==> src/rtl/pwm_tb_pkg.sv <==
// Shared widths for the PWM timebase.
package pwm_tb_pkg;
    localparam int PHASE_W = 16;
    localparam int DIV_W   = 26;
    localparam int RESN_W  = $clog2(PHASE_W);
endpackage

==> src/rtl/pwm_tb_cfg.sv <==
// Configuration holder: divisor, resolution and sticky lock.
// Assumes write strobes are single-cycle. Writes to the divisor and the
// resolution are taken only while stopped and unlocked.
module pwm_tb_cfg #(
    parameter int DIV_W  = 26,
    parameter int RESN_W = 4
) (
    input  logic              clk,
    input  logic              rst_n,
    input  logic              run_en,
    input  logic              div_we,
    input  logic [DIV_W-1:0]  div_wdata,
    input  logic              resn_we,
    input  logic [RESN_W-1:0] resn_wdata,
    input  logic              lock_we,
    input  logic              lock_wdata,
    output logic [DIV_W-1:0]  div_q,
    output logic [RESN_W-1:0] resn_q,
    output logic              locked_q
);
    logic open_w;

    // A configuration write may land only when stopped and unlocked
    assign open_w = !run_en && !locked_q;

    // Hold divisor and resolution, gated by open_w
    always_ff @(posedge clk) begin
        if (!rst_n) begin
            div_q  <= '0;
            resn_q <= '0;
        end else begin
            if (div_we && open_w)  div_q  <= div_wdata;
            if (resn_we && open_w) resn_q <= resn_wdata;
        end
    end

    // Sticky lock, cleared only by reset
    always_ff @(posedge clk) begin
        if (!rst_n)                       locked_q <= 1'b0;
        else if (lock_we && lock_wdata)   locked_q <= 1'b1;
    end
endmodule

==> src/rtl/pwm_tb_prescale.sv <==
// Clock prescaler: raises a beat every (div + 1) enabled clocks.
// Assumes the divisor is stable while enabled. The count is cleared when
// disabled, so the first beat comes div + 1 clocks after enable.
module pwm_tb_prescale #(
    parameter int DIV_W = 26
) (
    input  logic             clk,
    input  logic             rst_n,
    input  logic             run_en,
    input  logic [DIV_W-1:0] div,
    output logic             beat
);
    logic [DIV_W-1:0] cnt_q;

    // Beat fires when the count reaches the divisor
    assign beat = run_en && (cnt_q == div);

    // Count enabled clocks, restart on each beat or when stopped
    always_ff @(posedge clk) begin
        if (!rst_n || !run_en) cnt_q <= '0;
        else if (beat)         cnt_q <= '0;
        else                   cnt_q <= cnt_q + 1'b1;
    end
endmodule

==> src/rtl/pwm_tb_phase.sv <==
// Phase counter: adds 2^(PHASE_W-1-resn) on each beat, modulo 2^PHASE_W.
// Assumes the phase stays a multiple of the step, which holds because the
// resolution changes only while stopped and stopping clears the phase.
module pwm_tb_phase #(
    parameter int PHASE_W = 16,
    parameter int RESN_W  = 4
) (
    input  logic               clk,
    input  logic               rst_n,
    input  logic               run_en,
    input  logic               beat,
    input  logic [RESN_W-1:0]  resn,
    output logic [PHASE_W-1:0] phase,
    output logic               cycle_end
);
    localparam logic [RESN_W-1:0] RESN_TOP = RESN_W'(PHASE_W - 1);

    logic [PHASE_W:0] step_w;
    logic [PHASE_W:0] sum_w;

    // Step size from resolution, with one guard bit to catch the carry
    always_comb begin
        step_w = {{PHASE_W{1'b0}}, 1'b1} << (RESN_TOP - resn);
        sum_w  = {1'b0, phase} + step_w;
    end

    // The carry out on a beat marks the last beat of the pulse cycle
    assign cycle_end = beat && sum_w[PHASE_W];

    // Advance on beats, clear when stopped
    always_ff @(posedge clk) begin
        if (!rst_n || !run_en) phase <= '0;
        else if (beat)         phase <= sum_w[PHASE_W-1:0];
    end
endmodule

==> src/rtl/pwm_timebase.sv <==
// PWM timebase top: config holder, prescaler and phase counter.
// Assumes a single clock domain and a synchronous active-low reset.
module pwm_timebase
    import pwm_tb_pkg::*;
(
    input  logic               clk,
    input  logic               rst_n,
    input  logic               run_en,
    input  logic               div_we,
    input  logic [DIV_W-1:0]   div_wdata,
    input  logic               resn_we,
    input  logic [RESN_W-1:0]  resn_wdata,
    input  logic               lock_we,
    input  logic               lock_wdata,
    output logic [PHASE_W-1:0] phase_o,
    output logic               beat_o,
    output logic               cycle_end_o
);
    logic [DIV_W-1:0]  div_q;
    logic [RESN_W-1:0] resn_q;
    logic              locked_q;

    pwm_tb_cfg #(.DIV_W(DIV_W), .RESN_W(RESN_W)) u_cfg (
        .clk(clk), .rst_n(rst_n), .run_en(run_en),
        .div_we(div_we), .div_wdata(div_wdata),
        .resn_we(resn_we), .resn_wdata(resn_wdata),
        .lock_we(lock_we), .lock_wdata(lock_wdata),
        .div_q(div_q), .resn_q(resn_q), .locked_q(locked_q)
    );

    pwm_tb_prescale #(.DIV_W(DIV_W)) u_pre (
        .clk(clk), .rst_n(rst_n), .run_en(run_en),
        .div(div_q), .beat(beat_o)
    );

    pwm_tb_phase #(.PHASE_W(PHASE_W), .RESN_W(RESN_W)) u_phase (
        .clk(clk), .rst_n(rst_n), .run_en(run_en), .beat(beat_o),
        .resn(resn_q), .phase(phase_o), .cycle_end(cycle_end_o)
    );
endmodule

==> config.mk <==
export PLATFORM = sky130hd
export DESIGN_NAME = pwm_timebase
export DESIGN_NICKNAME = d
export VERILOG_FILES = /design/src/rtl/pwm_tb_pkg.sv /design/src/rtl/pwm_tb_cfg.sv /design/src/rtl/pwm_tb_prescale.sv /design/src/rtl/pwm_tb_phase.sv /design/src/rtl/pwm_timebase.sv
export SDC_FILE = /design/constraint.sdc
export NUM_CORES = 1
export LEC_CHECK = 0
export ABC_CLOCK_PERIOD_IN_PS = 5300
export BUFFER_PORTS_ARGS = -buffer_cell sky130_fd_sc_hd__buf_4
export CAP_MARGIN = 20
export CELL_PAD_IN_SITES_DETAIL_PLACEMENT = 1
export CELL_PAD_IN_SITES_GLOBAL_PLACEMENT = 1
export CORE_ASPECT_RATIO = 1.4
export CORE_MARGIN = 2
export CORE_UTILIZATION = 45
export CTS_BUF_LIST = sky130_fd_sc_hd__clkbuf_8
export CTS_CLUSTER_DIAMETER = 200
export DETAILED_ROUTE_END_ITERATION = 12
export GPL_ROUTABILITY_DRIVEN = 0
export PLACE_DENSITY_LB_ADDON = 0.1
export SLEW_MARGIN = 20
export SYNTH_ARGS = -nofsm -noshare
export SYNTH_HDL_FRONTEND = slang
export SYNTH_SLANG_ARGS = --single-unit
==> constraint.sdc <==
create_clock -name clk -period 5.3 [get_ports clk]
set_input_delay 0.53 -clock clk [delete_from_list [all_inputs] [get_ports clk]]
set_output_delay 0.53 -clock clk [all_outputs]
set_load 0.02 [all_outputs]
# Word-level counts from Yosys, hierarchy flattened
# Index checks and enable logic that the tools add are counted.
[word_totals]
input_bits = 37
output_inout_bits = 18
regBits = 73
[classes]
eq_ne = 1
n_shift = 1
n_reduce_logical = 11
add_sub_neg = 3
[ops]
columns = ["op", "n"]
rows = [
  ["adder 26 x 1 -> 26 bit, second input constant", 1],
  ["equality test 26 bit", 1],
  ["adder 16 x 17 -> 17 bit", 1],
  ["left shift 1 x 4 -> 17 bit, first input constant", 1],
  ["logical AND 1 bit", 6],
  ["subtractor 4 bit, first input constant", 1],
  ["logical NOT 1 bit", 3],
  ["OR reduction 2 bit", 1],
  ["logical OR 1 bit", 1],
]

# Longest topological paths before layout
# Gate-level depths: netlist of run 1.
[logic_depth]
depth_word = 4
ltp_mapped = 10
mapped_depth_nobuf = 10

# Cells and area by module
# Synthesis of run 1 repeated with hierarchy kept, for this count alone.
[unflattened]
cells_unflattened = 495
area_unflattened_um2 = 4210.3
[modules_own_cells]
columns = ["mod", "area_each_um2", "n_inst", "cells_each"]
rows = [
  ["pwm_tb_phase", 1541.5, 1, 202],
  ["pwm_tb_prescale", 1402.6, 1, 158],
  ["pwm_tb_cfg", 1266.2, 1, 135],
]

# Least setup slack after synthesis of run 1
# Ideal clock, no wire load.
[synth_path]
path_kind = "register -> output"
from = "register u_cfg.resn_q[0]"
to = "output cycle_end_o"
required_ns = 4.770
arrival_time_ns = 2.291
stages_incl_launch_ff = 11
setup_slack_ns = 2.479
cell_sequence = "dfxtp_1 > nand2_1 > nor2_1 > ha_1 > fa_1 > a211oi_1 > o21ai_0 > nand4_1 > a21oi_1 > o31a_1 > o21a_1"
[synth_via]
elab_chain_cells = 4
[synth_rtl]
columns = ["item", "line_no", "rtl"]
rows = [
  ["start, declared", "pwm_tb_cfg.sv:18", "output logic [RESN_W-1:0] resn_q,"],
  ["start signal, assigned", "pwm_tb_cfg.sv:33", "if (resn_we && open_w) resn_q <= resn_wdata;"],
  ["subtractor 4 bit", "pwm_tb_phase.sv:23", "step_w = {{PHASE_W{1'b0}}, 1'b1} << (RESN_TOP - resn);"],
  ["left shift 1 x 4 -> 17 bit", "pwm_tb_phase.sv:23", ""],
  ["adder 16 x 17 -> 17 bit", "pwm_tb_phase.sv:24", "sum_w = {1'b0, phase} + step_w;"],
  ["logical AND 1 bit", "pwm_tb_phase.sv:28", "assign cycle_end = beat && sum_w[PHASE_W];"],
  ["end, declared", "pwm_timebase.sv:17", "output logic cycle_end_o"],
]
# No other way between the ends.

# Worst setup path in the final report of run 1
[layout_path]
from = "register u_cfg.resn_q[3]"
to = "output cycle_end_o"
# Same word-level chain as after synthesis.

==> results of run 1 <==
worst register-to-register path: stages (launching register included):
cell	delay, ps
dfxtp_1	470
nand2_1	160
nor3_1	310
ha_1	390
a211oi_1	270
nor2_1	110
o41ai_1	470
a21oi_1	190
or4_4	510
o211ai_2	80
layout by cell type, fill, tap and decap left out, types with 2 or more instances in the layout:
cell type and n:
xor2_1 27, nor2_1 59, a211oi_1 5, nand2_1 89, nor4_1 5, a31oi_1 2, a211o_1 2, a21o_1 6
nand2b_1 4, a21boi_0 26, buf_4 56, mux2i_1 4, and3_1 5, clkbuf_8 10, o21a_1 3, nand3_1 20
xnor2_1 31, o21bai_1 2, inv_1 6, nor2b_1 5, nor3_1 13, o21ai_0 12, ha_1 17, a21oi_1 17
or4_1 3, o211ai_1 3, nand4_1 15, bufinv_16 2, dfxtp_1 73, and2_1 3
flip-flops by register name, indices dropped and copies added (netlist names):
name / cells
u_cfg.div_q: 26
u_pre.cnt_q: 26
u_cfg.locked_q: 1
u_cfg.resn_q: 4
u_phase.phase: 16
layout make-up:
type,count,area share
clock buffer,10,0.0297
clock inverter,5,0.0157
inverter,4,0.00324
multi-input combinational,393,0.517
sequential,73,0.316
tap,105,0.0284
timing repair buffer,56,0.0908
per-layer routing:
layer / part of all wire / routed length [µm]
met2: 0.55 / 6040
met4: 0.058 / 641
met1: 0.37 / 4060
met5: 0 / 0
met3: 0.023 / 257
worst paths after layout:
check | start | to | slack, ps | depth (start not counted)
max | u_cfg.resn_q[3] | cycle_end_o | 1720 | 11
min | lock_wdata | u_cfg.locked_q | 440 | 3
max reg2reg | u_cfg.resn_q[3] | u_phase.phase[13] | 2280 | 9
min reg2reg | u_cfg.div_q[5] | u_cfg.div_q[5] | 480 | 2
logic make-up (layout without fill, tap and decap cells):
| family | count (synthesis) | after routing | synth area share |
|---|---|---|---|
| compound gates | 83 | 83 | 0.143 |
| xor+xnor | 58 | 58 | 0.129 |
| fa+ha+maj | 18 | 18 | 0.0591 |
| buf+inv | 19 | 75 | 0.0207 |
| flops | 73 | 73 | 0.371 |
| mux | 4 | 4 | 0.0102 |
| simple gates | 230 | 230 | 0.267 |
stage by stage:
stage	utilization	setup slack, ps	std cells	instance area [µm²]	hold WS, ps
after floorplan	-	2480	485	3940	451
after global placement	0.517	2190	631	4420	461
after detailed placement	0.517	2130	631	4420	472
after CTS	0.541	1730	646	4630	426
after global routing	0.541	1420	646	4630	441
final	0.541	1720	646	4630	435
power breakdown:
part | internal [mW] | switching [mW] | total, mW
sequential | 0.561 | 0.0116 | 0.572
combinational | 0.0491 | 0.0604 | 0.110
clock | 0.271 | 0.199 | 0.470
==> run_results.csv, run 1 <==
group,metric,value,unit
global_routing,grt_busiest_layer,"met2",
worst_setup_path,cp_top_family,"compound AO/OA/AOI/OAI gates",
sta,setup_viol,0,
worst_setup_path,worstSetupStartpointType,"flip-flop",
yosys,yosysMostFrequentCell,"nand2_1",
sta,finClkSkew,8.85,ps
die,rows,40,
yosys,syn_area_per_cell,8.11,µm²
sta,rsz0062_at_grt,"no",
finish,syn_to_final_growth,17.7,%
clocking,root_buffer,"clkbuf_8",
pwr,power.density,249,nW/µm²
route,antenna_left,0,
global_routing,met3_usage,0.0281,
sta,drv_slew,0,
worst_setup_path,cp.required,4770,ps
yosys,synth_edf_count,0,
die,core,8560,µm²
finish,multi_input_area,2390,µm²
global_routing,met2_usage,0.481,
clocking,cts.path.max_buffers,2,
sta,slew_headroom,0.378,
worst_setup_path,critPathMaxFanout,8,
finish,seq_area,1460,µm²
global_routing,grt_remaining_overflow,0,
worst_setup_path,path_cells,"nand2_1 -> nor2_1 -> ha_1 -> fa_1 -> a211oi_1 -> o21ai_0 -> nand4_1 -> a21oi_1 -> o31a_1 -> o21a_1 -> buf_4",
global_routing,grt_pass1_wl,18400,µm
route,drtPass1Iterations,4,
yosys,syn_nets,540,
die,die_area,9520,µm²
route,post_drt_wl_per_cell,17.0,µm
die,initial_core_util,0.460,
clocking,cts.sinks,73,
worst_setup_path,crit_buf_inv,1,
outcome,status,"finished, final reports clean",
sta,finalCritPeriodShare,0.676,
worst_setup_path,cp-end-kind,"output port",
route,drcViolationCount,0,
global_routing,grt.total_usage,0.243,
finish,drive_gt1_frac,0.135,
worst_hold_path,hold_class,"primary input to flip-flop",
sta,fin_crit,3580,ps
sta,hold_viol,0,
worst_setup_path,crit_slowest_cell,"fa_1",
clocking,path_clk_slew,80,ps
yosys,netlist_instances,485,
sta,worstMarginPinSlew,933,ps
finish,num_antenna_cells,0,
sta,fin_tns_setup,0,ps
yosys,yosysWarnings,0,
flow_run,cap_violations,0,
place,hpwl,8590,µm
finish,n_fill_cell,1065,
pwr,ir_drop,0.000170,V
worst_setup_path,critPathMaxStageDelay,440,ps
route,drt_wl_total,11000,µm
clocking,insertion_delay,350,ps
route,num_vias,3630,
yosys,synth_top_area_share,0.371,
finish,fin_nets,592,
die,die_y,115,µm
die,io_pins,55,
clocking,cts_inserted_buffers,9,
worst_setup_path,worstPathArrival,3050,ps
yosys,synthesis.area,3940,µm²
pwr,p_leak,1.87,nW
yosys,async_reset_ff_frac,0,
route,viasPerCell,5.62,
global_routing,grt_max_degree,34,
clocking,cts_repair_resize_count,0,
worst_setup_path,critical_path_class,"flip-flop to output port",
sta,fmax,0.279,GHz
place,io_buffers,54,
route,drtIter0Drc,64,
clocking,cts_tree,"built",
clocking,h-tree-depth,3,
global_routing,antenna_found_initial,0,
pwr,totalPowerFinal,1.15,mW
yosys,yosysSeqAreaShare,0.371,
clocking,cts_hold_buf,0,
die,die_w,83.0,µm
yosys,netlist-cell-type-count,45,
global_routing,met1_usage,0.231,
yosys,synthDominantAreaCellType,"dfxtp_1",
yosys,synth_area_leaders,"dfxtp_1 (37%), nand2_1 (8.5%), xnor2_1 (6.9%), xor2_1 (6.0%), nor2_1 (5.6%)",
yosys,synth_ff_type,"dfxtp_1",
yosys,synthTopCellsByCount,"nand2_1 (89), dfxtp_1 (73), nor2_1 (59)",
clocking,postCtsSetupBuffers,0,
global_routing,grt_pass1_vias,3960,
yosys,ys_ff_latch,73,
No activity file was read; power rests on OpenSTA's default activity.
==> run 2: changes to the inputs <==
ABC_CLOCK_PERIOD_IN_PS = 3000   (was 5300)
CORE_UTILIZATION = 40   (was 45)
clock period = 3 ns   (was 5.3 ns; I/O delays follow)
==> run 2 against run 1 <==
Compared with the run above: clock-buffer cell count grew 2; final cell count rose by 6.5%; critical path type unchanged; power up 86%; sequential share of layout area decreased by 2.0 points.
==> run_results.csv, run 2 (synthesis results as in run 1) <==
group,metric,value,unit
die,die_y,121,µm
sta,finalCritPeriodShare,0.987,
global_routing,grt_remaining_overflow,0,
global_routing,grt_pass1_wl,18300,µm
finish,syn_to_final_growth,26.1,%
clocking,h-tree-depth,3,
route,viasPerCell,5.38,
worst_setup_path,cp.required,2700,ps
sta,rsz0062_at_grt,"yes",
sta,slew_headroom,0.387,
clocking,path_clk_slew,80,ps
clocking,cts_tree,"built",
finish,mostFrequentLayoutCells,"nand2_1 (87), dfxtp_1 (71), buf_4 (69)",
finish,drive_gt1_frac,0.205,
worst_setup_path,cp-end-kind,"output port",
sta,fmax,0.338,GHz
finish,largest_registers,"u_cfg.div_q: 26 flops, u_pre.cnt_q: 26 flops, u_phase.phase: 16 flops",
clocking,cts.path.max_buffers,2,
die,die_area,10700,µm²
place,dp_cells,665,
pwr,power.density,432,nW/µm²
worst_setup_path,critical_path_class,"flip-flop to output port",
die,core,9510,µm²
clocking,cts.sinks,73,
route,num_vias,3702,
route,post_drt_wl_per_cell,16.5,µm
sta,fin_crit,2960,ps
finish,n_fill_cell,1145,
pwr,totalPowerFinal,2.14,mW
sta,finClkSkew,7.85,ps
clocking,cts_inserted_buffers,9,
die,io_pins,55,
sta,hold_viol,0,
worst_setup_path,worstPathArrival,2660,ps
finish,layout_commonest_cell,"nand2_1",
worst_setup_path,worstSetupStartpointType,"flip-flop",
route,drtIter0Drc,109,
pwr,p_leak,1.97,nW
global_routing,antenna_found_initial,0,
finish,seq_area,1470,µm²
sta,setup_viol,0,
worst_setup_path,rr_worst_depth,10,
route,drtPass1Iterations,4,
worst_setup_path,critPathMaxFanout,7,
worst_hold_path,hold_class,"primary input to flip-flop",
finish,fin_nets,606,
route,antenna_left,0,
flow_run,cap_violations,0,
clocking,insertion_delay,350,ps
finish,multi_input_area,2550,µm²
die,die_w,87.8,µm
place,hpwl,8650,µm
finish,layout.cells.non_filler,688,
global_routing,grt_pass1_vias,3839,
outcome,status,"finished, final reports clean",
route,drt_wl_total,11300,µm
die,initial_core_util,0.414,
sta,worstMarginPinSlew,920,ps
route,drcViolationCount,0,
clocking,cts_hold_buf,0,
global_routing,grt_max_degree,34,
pwr,ir_drop,0.000246,V
worst_hold_path,worstHoldPathCells,3,
sta,drv_slew,0,
finish,num_antenna_cells,0,
clocking,root_buffer,"clkbuf_8",
die,rows,42,
global_routing,grt.total_usage,0.223,
place,io_buffers,54,
run 2: cell types whose count changed in the layout (fill, tap and decap cells not counted), moves of 3 or more:
cell      delta
nand2b_4     +3
nor3_1       -3
ha_4         +4
nor2_1       -3
buf_4       +13
ha_1         -5
nand2b_1     -3
run 2: path summary, 6_finish.rpt:
kind | slack, ps | end | start
setup / recovery | 40 | cycle_end_o | u_cfg.resn_q[1]
hold reg to reg | 480 | u_phase.phase[4] | u_phase.phase[4]
hold / removal | 200 | u_cfg.div_q[17] | div_wdata[17]
setup reg to reg | 210 | u_phase.phase[15] | u_cfg.resn_q[3]
run 2: repair_timing:
item	4_1_cts	5_1_grt
resized for setup	14	24
hold endpoints to repair	0	0
pin swaps	5	12
endpoints found under the setup margin	1	1
buffers inserted	2	5
run 2: area by class of cell:
class / instances / area share
clock inverter: 4 / 0.0149
tap: 132 / 0.0333
multi-input combinational: 393 / 0.513
timing repair buffer: 70 / 0.107
inverter: 4 / 0.00303
sequential: 73 / 0.296
clock buffer: 12 / 0.0333
run 2: metrics by stage:
step	setup WS, ps	area [µm²]	hold slack, ps	util	setup TNS, ps
2_1_floorplan	409	3940	445	-	0
4_1_cts	0.431	4820	188	0.507	0
3_5_place_dp	64.5	4510	472	0.474	0
3_3_place_gp	147	4510	461	0.474	0
5_1_grt	-56.1	4960	202	0.522	-69.2
6_report	38.9	4960	205	0.522	0
run 2: power breakdown:
part	switching, mW	internal [mW]	leakage (nW)
sequential	0.0184	0.990	0.593
combinational	0.119	0.0989	1.25
clock	0.381	0.537	0.123
total	0.518	1.63	1.97
run 2: worst max-delay path, stage by stage (launching register included):
cell and delay, ps:
dfxtp_1 320, buf_4 160, nand2b_4 170, nor3_4 170
ha_4 240, and2_4 170, a41o_1 250, a21oi_2 170
a21oi_2 70, o31a_1 240, o21a_1 210, buf_6 130
run 2: per-layer routing:
metal	GRT usage	wire, µm	vias to the layer above
met5	0	0	-
met4	0.106	354	0
met3	0.0354	274	26
met2	0.427	6430	71
met1	0.226	4280	1804
li1	-	-	1801
==> run 3: changes to the inputs <==
RECOVER_POWER = 25   (was not set)
==> run 3 against run 2 <==
Compared with the run above: via count unchanged; worst hold slack worse by 3.2 ps; clock power barely moved; sequential cell count is the same; die area unchanged; first-iteration DRC count down 7.3%; critical path depth is the same; clock-buffer cell count unchanged; largest cell class unchanged.
==> run_results.csv, run 3 (synthesis results as in run 1) <==
group,metric,value,unit
clocking,root_buffer,"clkbuf_8",
sta,setup_viol,0,
clocking,cts.path.max_buffers,2,
die,initial_core_util,0.414,
global_routing,grt_pass1_wl,18300,µm
sta,finClkSkew,7.91,ps
clocking,path_clk_slew,80,ps
finish,drive_gt1_frac,0.176,
worst_hold_path,min_from,"div_wdata[17]",
worst_setup_path,critical_path_class,"flip-flop to output port",
sta,finalCritPeriodShare,0.984,
route,drt_wl_total,11400,µm
global_routing,grt_remaining_overflow,0,
route,viasPerCell,5.38,
worst_setup_path,critPathMaxStageDelay,420,ps
pwr,power.density,438,nW/µm²
worst_setup_path,crit_start,"u_cfg.resn_q[3]",
die,die_y,121,µm
route,drtIter0Drc,101,
worst_setup_path,crit_slowest_cell,"fa_2",
sta,slew_headroom,0.119,
route,antenna_left,0,
global_routing,antenna_found_initial,0,
global_routing,grt_max_degree,34,
clocking,h-tree-depth,3,
sta,fmax,0.339,GHz
place,dp_cells,665,
worst_setup_path,worstPathArrival,2650,ps
place,io_buffers,54,
clocking,cts.sinks,73,
sta,rsz0062_at_grt,"yes",
die,rows,42,
finish,layout_commonest_cell,"nand2_1",
route,num_vias,3702,
clocking,cts_inserted_buffers,9,
finish,syn_to_final_growth,24.5,%
sta,fin_crit,2950,ps
worst_setup_path,path_cells,"nand2_4 -> nor2_2 -> ha_2 -> fa_2 -> a211oi_4 -> o21ai_2 -> nand4_1 -> a21oi_2 -> o31a_1 -> o21a_1 -> buf_6",
route,drtPass1Iterations,4,
worst_setup_path,worstSetupStartpointType,"flip-flop",
clocking,cts_tree,"built",
sta,drv_slew,0,
pwr,ir_drop,0.000246,V
finish,layout.cells.non_filler,688,
worst_setup_path,cp.required,2700,ps
die,io_pins,55,
worst_setup_path,cp-end-kind,"output port",
die,core,9510,µm²
worst_setup_path,critPathMaxFanout,3,
die,die_w,87.8,µm
place,hpwl,8650,µm
sta,hold_viol,0,
finish,multi_input_area,2550,µm²
pwr,totalPowerFinal,2.15,mW
finish,n_fill_cell,1152,
sta,fin_tns_setup,0,ps
route,drcViolationCount,0,
finish,finalInstanceArea,4900,µm²
die,die_area,10700,µm²
finish,seq_area,1470,µm²
clocking,insertion_delay,350,ps
finish,mostFrequentLayoutCells,"nand2_1 (87), dfxtp_1 (71), nor2_1 (56)",
place,placed_area,4510,µm²
sta,worstMarginPinSlew,1320,ps
outcome,status,"finished, final reports clean",
pwr,p_leak,1.90,nW
finish,num_antenna_cells,0,
global_routing,grt_pass1_vias,3839,
route,post_drt_wl_per_cell,16.5,µm
worst_setup_path,r2r-start,"u_cfg.resn_q[3]",
global_routing,grt.total_usage,0.223,
flow_run,cap_violations,0,
finish,largest_registers,"u_cfg.div_q: 26 flops, u_pre.cnt_q: 26 flops, u_phase.phase: 16 flops",
worst_hold_path,hold_class,"primary input to flip-flop",
sta,fin_worst_hold_slack,201,ps
finish,fin_nets,606,
==> run 3: cell types whose count changed in the layout (fill, tap and decap cells not counted) <==
cell	change
and2_0	+2
and2_1	-2
buf_4	-16
clkbuf_1	+16
==> run 3: area by class of cell <==
type / count / area share
Timing Repair Buffer: 70 / 0.0957
Sequential cell: 73 / 0.299
Clock buffer: 12 / 0.0337
Inverter: 4 / 0.00306
Tap cell: 132 / 0.0337
Clock inverter: 4 / 0.0151
Multi-Input combinational cell: 393 / 0.520
==> run 3: through the flow <==
stage,utilization,worst slack (ps)
5_1_grt,0.515,-56.1
3_3_place_gp,0.474,147
4_1_cts,0.507,0.431
6_report,0.515,47.7
2_1_floorplan,-,409
3_5_place_dp,0.474,64.5
==> run 3: path summary, 6_finish.rpt <==
kind | depth (start not counted) | slack (ps) | endpoint
setup / recovery | 11 | 50 | cycle_end_o
hold / removal | 3 | 200 | u_cfg.div_q[17]
setup reg to reg | 10 | 200 | u_phase.phase[13]
hold reg to reg | 2 | 470 | u_phase.phase[4]
==> run 3: critical path, delay by kind of cell (launching register included) <==
| kind | cells | cell delay, ps |
|---|---|---|
| compound gates | 5 | 910 |
| fa+ha+maj | 2 | 610 |
| buf+inv | 1 | 130 |
| flops | 1 | 370 |
| simple gates | 3 | 280 |
==> run 3: metal layers <==
metal / GRT usage / share of wire / vias up
li1: - / - / 1801
met4: 0.106 / 0.033 / 0
met5: 0 / 0 / -
met1: 0.226 / 0.38 / 1807
met2: 0.427 / 0.56 / 68
met3: 0.0354 / 0.023 / 26
==> run 3: power breakdown <==
part	switching, mW	total (mW)	internal (mW)
combinational	0.119	0.217	0.0982
sequential	0.0185	1.01	0.990
clock	0.383	0.920	0.537
total	0.521	2.15	1.63
==> run 3: timing repair <==
action                                  CTS  global route
buffers inserted                          2             5
pin swaps                                 5            12
resized for setup                        14            24
endpoints found under the setup margin    1             1
hold buffers                              0             0
